--- config.mk ---
export PLATFORM = sky130hd
export DESIGN_NAME = line_event_irq
export DESIGN_NICKNAME = d
export VERILOG_FILES = /design/src/rtl/lei_pkg.sv /design/src/rtl/lei_sync.sv /design/src/rtl/lei_filter.sv /design/src/rtl/lei_detect.sv /design/src/rtl/line_event_irq.sv
export SDC_FILE = /design/constraint.sdc
export NUM_CORES = 1
export LEC_CHECK = 0
export ABC_AREA = 0
export BUFFER_PORTS_ARGS = -buffer_cell sky130_fd_sc_hd__buf_4
export CAP_MARGIN = 20
export CORE_AREA = 2 2 132 230
export CTS_BUF_LIST = sky130_fd_sc_hd__clkbuf_8
export DETAILED_ROUTE_END_ITERATION = 8
export DIE_AREA = 0 0 134 232
export GPL_ROUTABILITY_DRIVEN = 0
export HOLD_SLACK_MARGIN = 0.03
export SYNTH_ARGS = -nofsm -noshare
export SYNTH_HDL_FRONTEND = slang
export SYNTH_SLANG_ARGS = --single-unit
--- constraint.sdc ---
create_clock -name clk -period 3.7 [get_ports clk]
set_clock_uncertainty 0.1 [all_clocks]
set_input_delay 0.37 -clock clk [delete_from_list [all_inputs] [get_ports clk]]
set_output_delay 0.37 -clock clk [all_outputs]
set_load 0.01 [all_outputs]
--- src/rtl/lei_pkg.sv ---
package lei_pkg;
  localparam int ADDR_W = 8;

  localparam logic [ADDR_W-1:0] OFS_EN   = 8'h20;
  localparam logic [ADDR_W-1:0] OFS_DIS  = 8'h24;
  localparam logic [ADDR_W-1:0] OFS_MASK = 8'h28;
  localparam logic [ADDR_W-1:0] OFS_STAT = 8'h2C;

  typedef enum logic [2:0] {
    EV_FALL = 3'd0,
    EV_RISE = 3'd1,
    EV_BOTH = 3'd2,
    EV_LOW  = 3'd3,
    EV_HIGH = 3'd4
  } ev_sel_e;
endpackage

--- src/rtl/lei_sync.sv ---
module lei_sync #(
  parameter int W      = 32,
  parameter int STAGES = 2
) (
  input  logic         clk,
  input  logic         rst_n,
  input  logic [W-1:0] d_i,
  output logic [W-1:0] q_o
);
  logic [W-1:0] stg_q [STAGES];

  always_ff @(posedge clk or negedge rst_n) begin
    if (!rst_n) begin
      for (int s = 0; s < STAGES; s++) stg_q[s] <= '0;
    end else begin
      stg_q[0] <= d_i;
      for (int s = 1; s < STAGES; s++) stg_q[s] <= stg_q[s-1];
    end
  end

  assign q_o = stg_q[STAGES-1];
endmodule

--- src/rtl/lei_filter.sv ---
module lei_filter #(
  parameter int FILT_CYC = 2
) (
  input  logic clk,
  input  logic rst_n,
  input  logic din_i,
  input  logic strobe_i,
  output logic dout_o
);
  localparam int CNT_W = $clog2(FILT_CYC + 1);
  localparam logic [CNT_W-1:0] CNT_LAST = CNT_W'(FILT_CYC - 1);

  logic [CNT_W-1:0] cnt_q, cnt_d;
  logic             out_q, out_d;

  always_comb begin
    cnt_d = cnt_q;
    out_d = out_q;
    if (din_i == out_q) begin
      cnt_d = '0;
    end else if (strobe_i) begin
      if (cnt_q == CNT_LAST) begin
        out_d = din_i;
        cnt_d = '0;
      end else begin
        cnt_d = cnt_q + 1'b1;
      end
    end
  end

  always_ff @(posedge clk or negedge rst_n) begin
    if (!rst_n) begin
      cnt_q <= '0;
      out_q <= 1'b0;
    end else begin
      cnt_q <= cnt_d;
      out_q <= out_d;
    end
  end

  assign dout_o = out_q;
endmodule

--- src/rtl/lei_detect.sv ---
module lei_detect
  import lei_pkg::*;
(
  input  logic [2:0] sel_i,
  input  logic       cur_i,
  input  logic       prev_i,
  output logic       hit_o
);
  always_comb begin
    case (sel_i)
      EV_FALL: hit_o = prev_i & ~cur_i;
      EV_RISE: hit_o = ~prev_i & cur_i;
      EV_BOTH: hit_o = prev_i ^ cur_i;
      EV_LOW:  hit_o = ~cur_i;
      EV_HIGH: hit_o = cur_i;
      default: hit_o = 1'b0;
    endcase
  end
endmodule

--- src/rtl/line_event_irq.sv ---
module line_event_irq
  import lei_pkg::*;
#(
  parameter int NLINES      = 32,
  parameter int SYNC_STAGES = 2,
  parameter int FILT_CYC    = 2
) (
  input  logic                clk,
  input  logic                rst_n,
  input  logic [NLINES-1:0]   pin_i,
  input  logic [3*NLINES-1:0] evt_sel_i,
  input  logic [NLINES-1:0]   filt_en_i,
  input  logic [NLINES-1:0]   filt_slow_i,
  input  logic                slow_tick_i,
  input  logic                reg_wr_i,
  input  logic                reg_rd_i,
  input  logic [ADDR_W-1:0]   reg_addr_i,
  input  logic [NLINES-1:0]   reg_wdata_i,
  output logic [NLINES-1:0]   reg_rdata_o,
  output logic                irq_o
);
  logic [NLINES-1:0] pin_sync;
  logic [NLINES-1:0] filt_out;
  logic [NLINES-1:0] sample;
  logic [NLINES-1:0] prev_q;
  logic [NLINES-1:0] evt_v;
  logic [NLINES-1:0] imr_q, imr_d;
  logic [NLINES-1:0] stat_q, stat_d;
  logic              imr_we;
  logic              stat_rd;

  lei_sync #(.W(NLINES), .STAGES(SYNC_STAGES)) u_sync (
    .clk   (clk),
    .rst_n (rst_n),
    .d_i   (pin_i),
    .q_o   (pin_sync)
  );

  for (genvar i = 0; i < NLINES; i++) begin : g_line
    logic strobe;
    assign strobe = filt_slow_i[i] ? slow_tick_i : 1'b1;

    lei_filter #(.FILT_CYC(FILT_CYC)) u_filt (
      .clk      (clk),
      .rst_n    (rst_n),
      .din_i    (pin_sync[i]),
      .strobe_i (strobe),
      .dout_o   (filt_out[i])
    );

    assign sample[i] = filt_en_i[i] ? filt_out[i] : pin_sync[i];

    lei_detect u_det (
      .sel_i  (evt_sel_i[3*i +: 3]),
      .cur_i  (sample[i]),
      .prev_i (prev_q[i]),
      .hit_o  (evt_v[i])
    );
  end

  // Register access decode
  always_comb begin
    imr_we  = reg_wr_i && ((reg_addr_i == OFS_EN) || (reg_addr_i == OFS_DIS));
    stat_rd = reg_rd_i && (reg_addr_i == OFS_STAT);
    imr_d   = imr_q;
    if (reg_wr_i && (reg_addr_i == OFS_EN))  imr_d = imr_q | reg_wdata_i;
    if (reg_wr_i && (reg_addr_i == OFS_DIS)) imr_d = imr_q & ~reg_wdata_i;
    stat_d  = (stat_rd ? '0 : stat_q) | evt_v;
  end

  always_ff @(posedge clk or negedge rst_n) begin
    if (!rst_n) begin
      imr_q  <= '0;
      stat_q <= '0;
      prev_q <= '0;
    end else begin
      if (imr_we) imr_q <= imr_d;
      stat_q <= stat_d;
      prev_q <= sample;
    end
  end

  always_comb begin
    case (reg_addr_i)
      OFS_MASK: reg_rdata_o = imr_q;
      OFS_STAT: reg_rdata_o = stat_q;
      default:  reg_rdata_o = '0;
    endcase
  end

  assign irq_o = |(stat_q & imr_q);
endmodule

==> results.toml, run 1 <==
[run_status]
status = "finished clean"

[clock_tree]
root_buffer = "clkbuf_8"
h-tree-depth = 2
clock_path_buffers = 3
cts_buffers = 40
path_clk_slew_ns = 0.06
cts_setup_buffers = 0
cts_tree = "done"
clk_latency_ns = 0.55
clock_sinks = 256

[setup_path]
path_max_fanout = 3
path_cells = "a22oi_1 -> nand4_1 -> or4_1 -> buf_4"
crit_type = "reg2out"
worstPathArrival_ns = 2.21
r2r-start = "g_line[0].u_filt.dout_o"
max_stage_delay_ns = 0.52
crit_family = "simple AND/OR/NAND/NOR gates"
cp-start-kind = "register"
path_buf_inv = 1
crit_required_ns = 3.23
cp_slowest_cell = "or4_1"
end_kind = "output port"

[drt]
dr.pass1.iters = 4
num_vias = 9129
finalWirelength_um = 32300
postRouteAntennaNets = 0
vias_per_cell = 5.12
initialDrtViolationCount = 440
post-route-drc-count = 0
wl_per_cell_um = 18.1

[grt]
grt_start_max_net_pins = 102
grt.overflow.total = 0
antenna_found_initial = 2
grtUsageTotal_pct = 21.2
grt_pass1_wl_um = 50600
grt_pass1_vias = 9669

[synth]
syn_nets = 1295
yosysSeqAreaShare_pct = 52.8
ys.flop_type = "dfrtp_1"
synth_seq_cells = 256
synth_cell_types = 28
ys.warnings.count = 0
synth_area_per_cell_um2 = 12.2
syn-cell-area_mm2 = 0.0121
synth_edf_count = 0
synthArstFlopShare_pct = 100
syn_inst = 994

[sta]
finalMaxSlewViolations = 0
rsz0062_at_grt = "no"
relSlewSlack_pct = 36.7
hold_viol = 0
setup_viol = 0
max_freq_ghz = 0.373
finalCriticalPeriod_ns = 2.68
max_slew.worst_pin.slew_ns = 0.949
tns_ns = 0
worst_slack_ns = 1.02
fin_crit_sh_pct = 72.5

[die]
die_area_mm2 = 0.0311
start_util_pct = 41.6
die_h_um = 232
boundaryPins = 270
core_area_mm2 = 0.0292
fp.dieW_um = 134
rows = 83

[finish]
layout_common_cells = "274 x buf_4, 256 x dfrtp_1, 150 x inv_1"
final_common_cell = "buf_4"
fin_area_mm2 = 0.0163
synthToLayoutAreaGrowth_pct = 34.2
final_layout_size_suffix_gt1_share_pct = 31.1
nets = 1672

[place]
portBuffers = 269
dp_slack_ns = 1.03
placed_area_mm2 = 0.0146
dp_hpwl_um = 23600

[flow_run]
maxCapViolations = 0

[min_path]
hold_path.class = "in2reg"
min_from = "evt_sel_i[17]"

[power]
ir_worst_vdd_uv = 294
powerDensity_mw_per_mm2 = 498
power_leakage_nw = 8.23
total_power_mw = 8.11
[path summary, 6_finish.rpt]
kind | endpoint | slack (ns) | depth (start not counted)
worst min register to register | u_sync.q_o[23] | 0.23 | 0
max in group asynchronous | prev_q[29] | 2.32 | 3
min in group asynchronous | g_line[19].u_filt.dout_o | 0.39 | 2
worst min-delay path | stat_q[5] | 0.07 | 3
worst max register to register | stat_q[0] | 1.57 | 6
worst max-delay path | irq_o | 1.02 | 4
[Yosys cell counts (all sizes together), types with 2 or more instances]
master	n	share of area, %
mux4	32	5.9
a221o	32	2.6
inv	137	4.2
and2	2	0.10
nand2	32	0.99
mux2	32	3.0
nand2b	32	1.7
buf	11	0.45
ha	64	6.6
and3	65	3.4
nor4	33	1.8
a22o	32	2.3
nand3	9	0.37
a31oi	46	2.4
nand3b	32	2.0
dfrtp	256	53
clkbuf	17	0.53
or2	32	1.7
xor2	32	2.3
nand4	5	0.26
mux2i	41	3.4
a22oi	16	0.99
[layer usage]
metal  vias to the layer above  GRT usage, %  share of wire (%)
li1                       4310             -                  -
met1                      4479          24.4                 39
met2                       278          38.5                 52
met3                        62          3.95                5.6
met4                         0          8.41                3.4
met5                         -             0                  0
[cells by family (layout without fill, tap and decap cells)]
group	after synthesis	after routing	share of synthesized area [%]
multiplexers	105	105	12.3
buffers and inverters	165	570	5.22
AND/OR/NAND/NOR	246	246	12.5
AO/OA/AOI/OAI	126	126	8.31
XOR/XNOR	32	32	2.31
other	0	2	0
flip-flops	256	256	52.8
adder cells (fa/ha/maj)	64	64	6.60
[where the power goes]
part	internal [mW]	total [mW]	switching [mW]
clock	1.26	2.36	1.11
sequential	3.32	3.70	0.382
combinational	1.15	2.05	0.899
[metrics by stage]
stage / utilization [%] / hold WS, ns / instances
2_1_floorplan: - / -0.0256 / 994
3_3_place_gp: 50.2 / 0.232 / 1626
3_5_place_dp: 50.2 / 0.235 / 1626
4_1_cts: 55.8 / 0.0304 / 1781
5_1_grt: 55.8 / 0.0448 / 1783
6_report: 55.8 / 0.0674 / 1783
[cell type report]
type / instances / area, um2
Antenna cell: 2 / 5.00
Clock buffer: 52 / 716
Clock inverter: 18 / 73.8
Fill cell: 2502 / 12900
Inverter: 137 / 514
Multi-Input combinational cell: 573 / 5110
Sequential cell: 256 / 6410
Tap cell: 382 / 478
Timing Repair Buffer: 363 / 2980
[tightest hold or removal path: cells and delay by family]
| family | cells | cell delay, ns |
|---|---|---|
| compound gates | 1 | 0.13 |
| buf+inv | 2 | 0.18 |
[repair_timing]
action,CTS,global route
endpoints found under the hold margin,180,0
hold buffers,85,0
gates resized for setup,0,0
No activity file was read; power rests on OpenSTA's default activity.
==> inputs of run 2 (changes only) <==
Settings changed: PLACE_DENSITY set to 0.66.
Clock period 3.7 ns to 2.35 ns, I/O delays scaled along.
==> run 2 against run 1 <==
The run now ends with negative setup slack left. Cell area is 10% higher. Combinational power is 72% higher. Clock power is 65% higher. Die area stayed put. Routed wire length is 11% higher. Largest power group unchanged. Worst hold slack better by 0.079 ns. Non-clock buffer count is 154 higher. Core utilization is 5.6 points higher. Via count is 9.4% higher.
==> results.toml, run 2 (synthesis gave the netlist of run 1 again) <==
[grt]
grtUsageTotal_pct = 23.4
antenna_found_initial = 4
grt_pass1_vias = 10942
grt_pass1_wl_um = 56300
grt_start_max_net_pins = 70
grt.overflow.total = 0

[clock_tree]
cts_buffers = 41
clock_path_buffers = 3
h-tree-depth = 2
cts_tree = "done"
clock_sinks = 256
path_clk_slew_ns = 0.06
root_buffer = "clkbuf_8"
clk_latency_ns = 0.56

[setup_path]
cp_slowest_cell = "or4_1"
end_kind = "output port"
r2r-start = "g_line[22].u_filt.dout_o"
path_buf_inv = 1
worstPathArrival_ns = 2.07
crit_required_ns = 2.02
path_cells = "a22oi_2 -> nand4_1 -> or4_1 -> buf_6"
crit_type = "reg2out"
max_stage_delay_ns = 0.54
crit_family = "simple AND/OR/NAND/NOR gates"
path_max_fanout = 2
cp-start-kind = "register"

[die]
core_area_mm2 = 0.0292
die_area_mm2 = 0.0311
start_util_pct = 41.6
rows = 83
fp.dieW_um = 134
die_h_um = 232
boundaryPins = 270

[sta]
finalHoldWorstSlack_ns = 0.147
relSlewSlack_pct = 58.1
finalCriticalPeriod_ns = 2.41
tns_ns = -0.0579
rsz0062_at_grt = "yes"
worst_slack_ns = -0.0579
hold_viol = 0
max_freq_ghz = 0.415
finalMaxSlewViolations = 0
max_slew.worst_pin.slew_ns = 0.627
fin_crit_sh_pct = 102
setup_viol = 1

[drt]
post-route-drc-count = 0
initialDrtViolationCount = 466
vias_per_cell = 5.14
wl_per_cell_um = 18.5
postRouteAntennaNets = 0
dr.pass1.iters = 4
num_vias = 9990
finalWirelength_um = 35900

[finish]
final_common_cell = "buf_4"
synthToLayoutAreaGrowth_pct = 47.6
layout_common_cells = "280 x buf_4, 255 x dfrtp_1, 230 x dlygate4sd3_1"
fillCellCount = 2226
final_layout_size_suffix_gt1_share_pct = 29.3
nets = 1827

[run_status]
status = "finished with violations"
violations = "negative setup slack"

[power]
powerDensity_mw_per_mm2 = 739
ir_worst_vdd_uv = 511
power_leakage_nw = 8.91

[place]
portBuffers = 269
dp_hpwl_um = 23300

[min_path]
hold_path.class = "in2async"

[flow_run]
maxCapViolations = 0
[run 2: layout make-up]
cell class | instances | area (um2) | area share, %
tap | 382 | 478 | 2.67
timing repair buffer | 517 | 4530 | 25.3
clock inverter | 24 | 138 | 0.768
sequential | 256 | 6410 | 35.8
antenna | 5 | 12.5 | 0.0699
inverter | 137 | 514 | 2.87
clock buffer | 51 | 702 | 3.92
multi-input combinational | 573 | 5130 | 28.6
[run 2: repair_timing]
item	in CTS	in global routing
gates resized for setup	3	3
endpoints found under the setup margin	1	1
hold buffers	230	0
pin swaps	3	2
hold endpoints to repair	378	0
setup buffers	1	1
[run 2: final timing paths]
check / to / slack (ns) / cells past startpoint
min: g_line[29].u_filt.cnt_q[0] / 0.15 / 2
max: irq_o / -0.06 / 4
max reg2reg: stat_q[22] / 0.10 / 6
max in group asynchronous: g_line[27].u_filt.dout_o / 1.25 / 3
min in group clk: register / 0.16 / 3
min reg2reg: u_sync.q_o[19] / 0.25 / 0
[run 2: stage by stage]
step | setup WS, ns | power (mW) | util, % | instance area (um2) | std cells
2_1_floorplan | 0.373 | 7.94 | - | 12100 | 994
3_3_place_gp | 0.285 | 8.82 | 50.4 | 14700 | 1633
3_5_place_dp | 0.230 | 9.03 | 50.4 | 14700 | 1633
4_1_cts | -0.113 | 13.3 | 61.3 | 17900 | 1939
5_1_grt | -0.163 | 14.1 | 61.4 | 17900 | 1943
6_report | -0.0579 | 13.2 | 61.4 | 17900 | 1945
[run 2: routing by layer]
metal  vias to the layer above  track usage (%)  part of all wire, %
met2                       327             43.0                   54
met3                        94             5.00                  5.5
met1                      4944             25.5                   37
met4                         2             10.2                  3.8
met5                         -                0                0.031
li1                       4623                -                    -
[run 2: where the power goes]
| group | total (mW) | internal, mW | switching [mW] |
|---|---|---|---|
| clock network | 3.90 | 2.08 | 1.82 |
| registers | 5.83 | 5.22 | 0.603 |
| logic | 3.52 | 1.99 | 1.53 |
==> inputs of run 3 (changes only) <==
Settings changed: ABC_AREA 0 to 1, CORE_AREA 2 2 132 230 to 2 2 138 241, DIE_AREA 0 0 134 232 to 0 0 140 243.
==> run 3 against run 2 <==
The flow finishes with violations (design-rule violations). Worst hold slack got worse by 0.066 ns. Largest power group unchanged. Critical path type is now reg2reg. Routed wire length rose by 10%. Combinational power rose by 3%.
==> results.toml, run 3 <==
[grt]
grtUsageTotal_pct = 23.6
grt_pass1_vias = 13925
grt.overflow.total = 0
grt_pass1_wl_um = 64600
grt_start_max_net_pins = 65
antenna_found_initial = 2

[setup_path]
path_cells = "nand2_1 -> nand2_1 -> nand4_1 -> dlygate4sd3_1 -> nand3_1 -> dlygate4sd3_1"
worstPathArrival_ns = 2.49
path_buf_inv = 2
cp_slowest_cell = "dlygate4sd3_1"
path_depth = 6
r2r_slack_ns = 0.18
r2r-start = "g_line[0].u_filt.dout_o"
crit_start = "g_line[0].u_filt.dout_o"
end_kind = "register"
reg2regPathDepth = 6
max_stage_delay_ns = 0.57
critPathCapture = "stat_q[0]"
reg2reg_to = "stat_q[0]"
crit_type = "reg2reg"
crit_family = "buffers and inverters"
crit_required_ns = 2.67
cp-start-kind = "register"
path_max_fanout = 4

[clock_tree]
cts_buffers = 41
cts_setup_buffers = 0
clock_path_buffers = 3
root_buffer = "clkbuf_8"
cts_tree = "done"
path_clk_slew_ns = 0.06
clock_sinks = 256
cts-resized-gates = 0
h-tree-depth = 2
cts_hold_buffers = 251
clk_latency_ns = 0.56

[place]
portBuffers = 269
dp_hpwl_um = 27300
dp_slack_ns = 0.564
placed_area_mm2 = 0.0159

[die]
start_util_pct = 41.5
die_area_mm2 = 0.0340
fp.dieW_um = 140
core_area_mm2 = 0.0321
boundaryPins = 270
rows = 87
die_h_um = 243

[drt]
dr.pass1.iters = 8
post-route-drc-count = 14
initialDrtViolationCount = 572
vias_per_cell = 4.80
wl_per_cell_um = 14.5
finalWirelength_um = 39500
num_vias = 13100
postRouteAntennaNets = 0

[synth]
synth_area_per_cell_um2 = 7.63
synth_most_common_cell = "nand2_1"
syn-cell-area_mm2 = 0.0133
synth_cell_types = 19
synth_edf_count = 0
ys.warnings.count = 0
synth_top_cells_by_area = "dfrtp_1 48%, nand2_1 12%, inv_1 12%"
syn_nets = 2050
synth_seq_cells = 256
synth_common_cells = "444 x nand2_1, 418 x inv_1, 256 x dfrtp_1"
ys.flop_type = "dfrtp_1"
synthArstFlopShare_pct = 100
synth_top_cell_area_share_pct = 48.0
syn_inst = 1749
yosysTopAreaCell = "dfrtp_1"
yosysSeqAreaShare_pct = 48.0

[finish]
fin_area_mm2 = 0.0192
synthToLayoutAreaGrowth_pct = 44.1
final_layout_size_suffix_gt1_share_pct = 14.9
fillCellCount = 2697
nets = 2600
final_common_cell = "nand2_1"
layout_common_cells = "444 x nand2_1, 434 x inv_1, 277 x buf_4"

[sta]
max_slew.worst_pin.slew_ns = 0.621
finalCriticalPeriod_ns = 2.17
rsz0062_at_grt = "no"
finalMaxSlewViolations = 0
tns_ns = 0
fin_crit_sh_pct = 92.4
max_freq_ghz = 0.461
relSlewSlack_pct = 58.6
hold_viol = 0
setup_viol = 0
worst_slack_ns = 0.180

[power]
p_switching_mw = 4.30
sequentialPowerShare_pct = 43.8
power_frac_clock_pct = 28.4
ir_worst_vdd_uv = 527
powerDensity_mw_per_mm2 = 677
p_int_mw = 8.73
comb_power_share_pct = 27.8
switching_share_pct = 33.0
power_leakage_nw = 10.7

[min_path]
hold_path.class = "in2async"

[run_status]
violations = "design-rule violations"
status = "finished with violations"

[flow_run]
maxCapViolations = 0
## run 3: power groups by stage
stage / Sequential, mW / Combinational, mW / Clock [mW]
3_5_place_dp: 5.78 / 3.20 / 0
6_report: 5.70 / 3.62 / 3.70
5_1_grt: 5.80 / 4.22 / 4.00
4_1_cts: 5.70 / 3.60 / 3.83
2_1_floorplan: 5.63 / 2.22 / 0
3_3_place_gp: 5.74 / 3.02 / 0
## run 3: kinds of logic after synthesis
family / Yosys count / synth area share, %
AOI/OAI and AO/OA: 158 / 5.93
xor gates and xnor gates: 32 / 2.10
adders and majority gates: 64 / 6.00
buffers and inverters: 449 / 12.9
DFF: 256 / 48.0
and+or+nand+nor: 790 / 25.1
## run 3: cell type report
class / count / area [um2] / share of cell area (%)
Clock inverter: 21 / 87.6 / 0.456
Sequential cell: 256 / 6410 / 33.3
Antenna cell: 2 / 5.00 / 0.0260
Multi-Input combinational cell: 1044 / 5230 / 27.2
Inverter: 421 / 1580 / 8.22
Timing Repair Buffer: 535 / 4730 / 24.6
Tap cell: 400 / 500 / 2.60
Clock buffer: 50 / 688 / 3.58
## run 3: per-stage QoR
stage	hold WS, ns	total power, mW	util [%]	instances
6_report	0.0810	13.0	59.9	2729
5_1_grt	0.101	14.0	59.9	2729
4_1_cts	0.0668	13.1	59.8	2727
3_5_place_dp	0.0935	8.98	49.6	2405
3_3_place_gp	0.101	8.77	49.6	2405
2_1_floorplan	-0.161	7.85	-	1749
## run 3: metal layers
| metal | track usage, % | part of all wire [%] |
|---|---|---|
| met5 | 0 | 0 |
| met3 | 3.55 | 4.2 |
| met4 | 15.6 | 6.8 |
| met1 | 23.9 | 36 |
| met2 | 44.2 | 53 |
## run 3: worst min-delay path by stage
stage,cells past startpoint,slack (ns),to,startpoint
after global routing,2,0.10,g_line[28].u_filt.dout_o,rst_n
final,2,0.08,g_line[28].u_filt.dout_o,rst_n
after floorplan,0,-0.16,asynchronous set/reset pin,rst_n
after global placement,1,0.10,u_sync.q_o[28],rst_n
after detailed placement,1,0.09,g_line[28].u_filt.dout_o,rst_n
after CTS,2,0.07,prev_q[30],rst_n
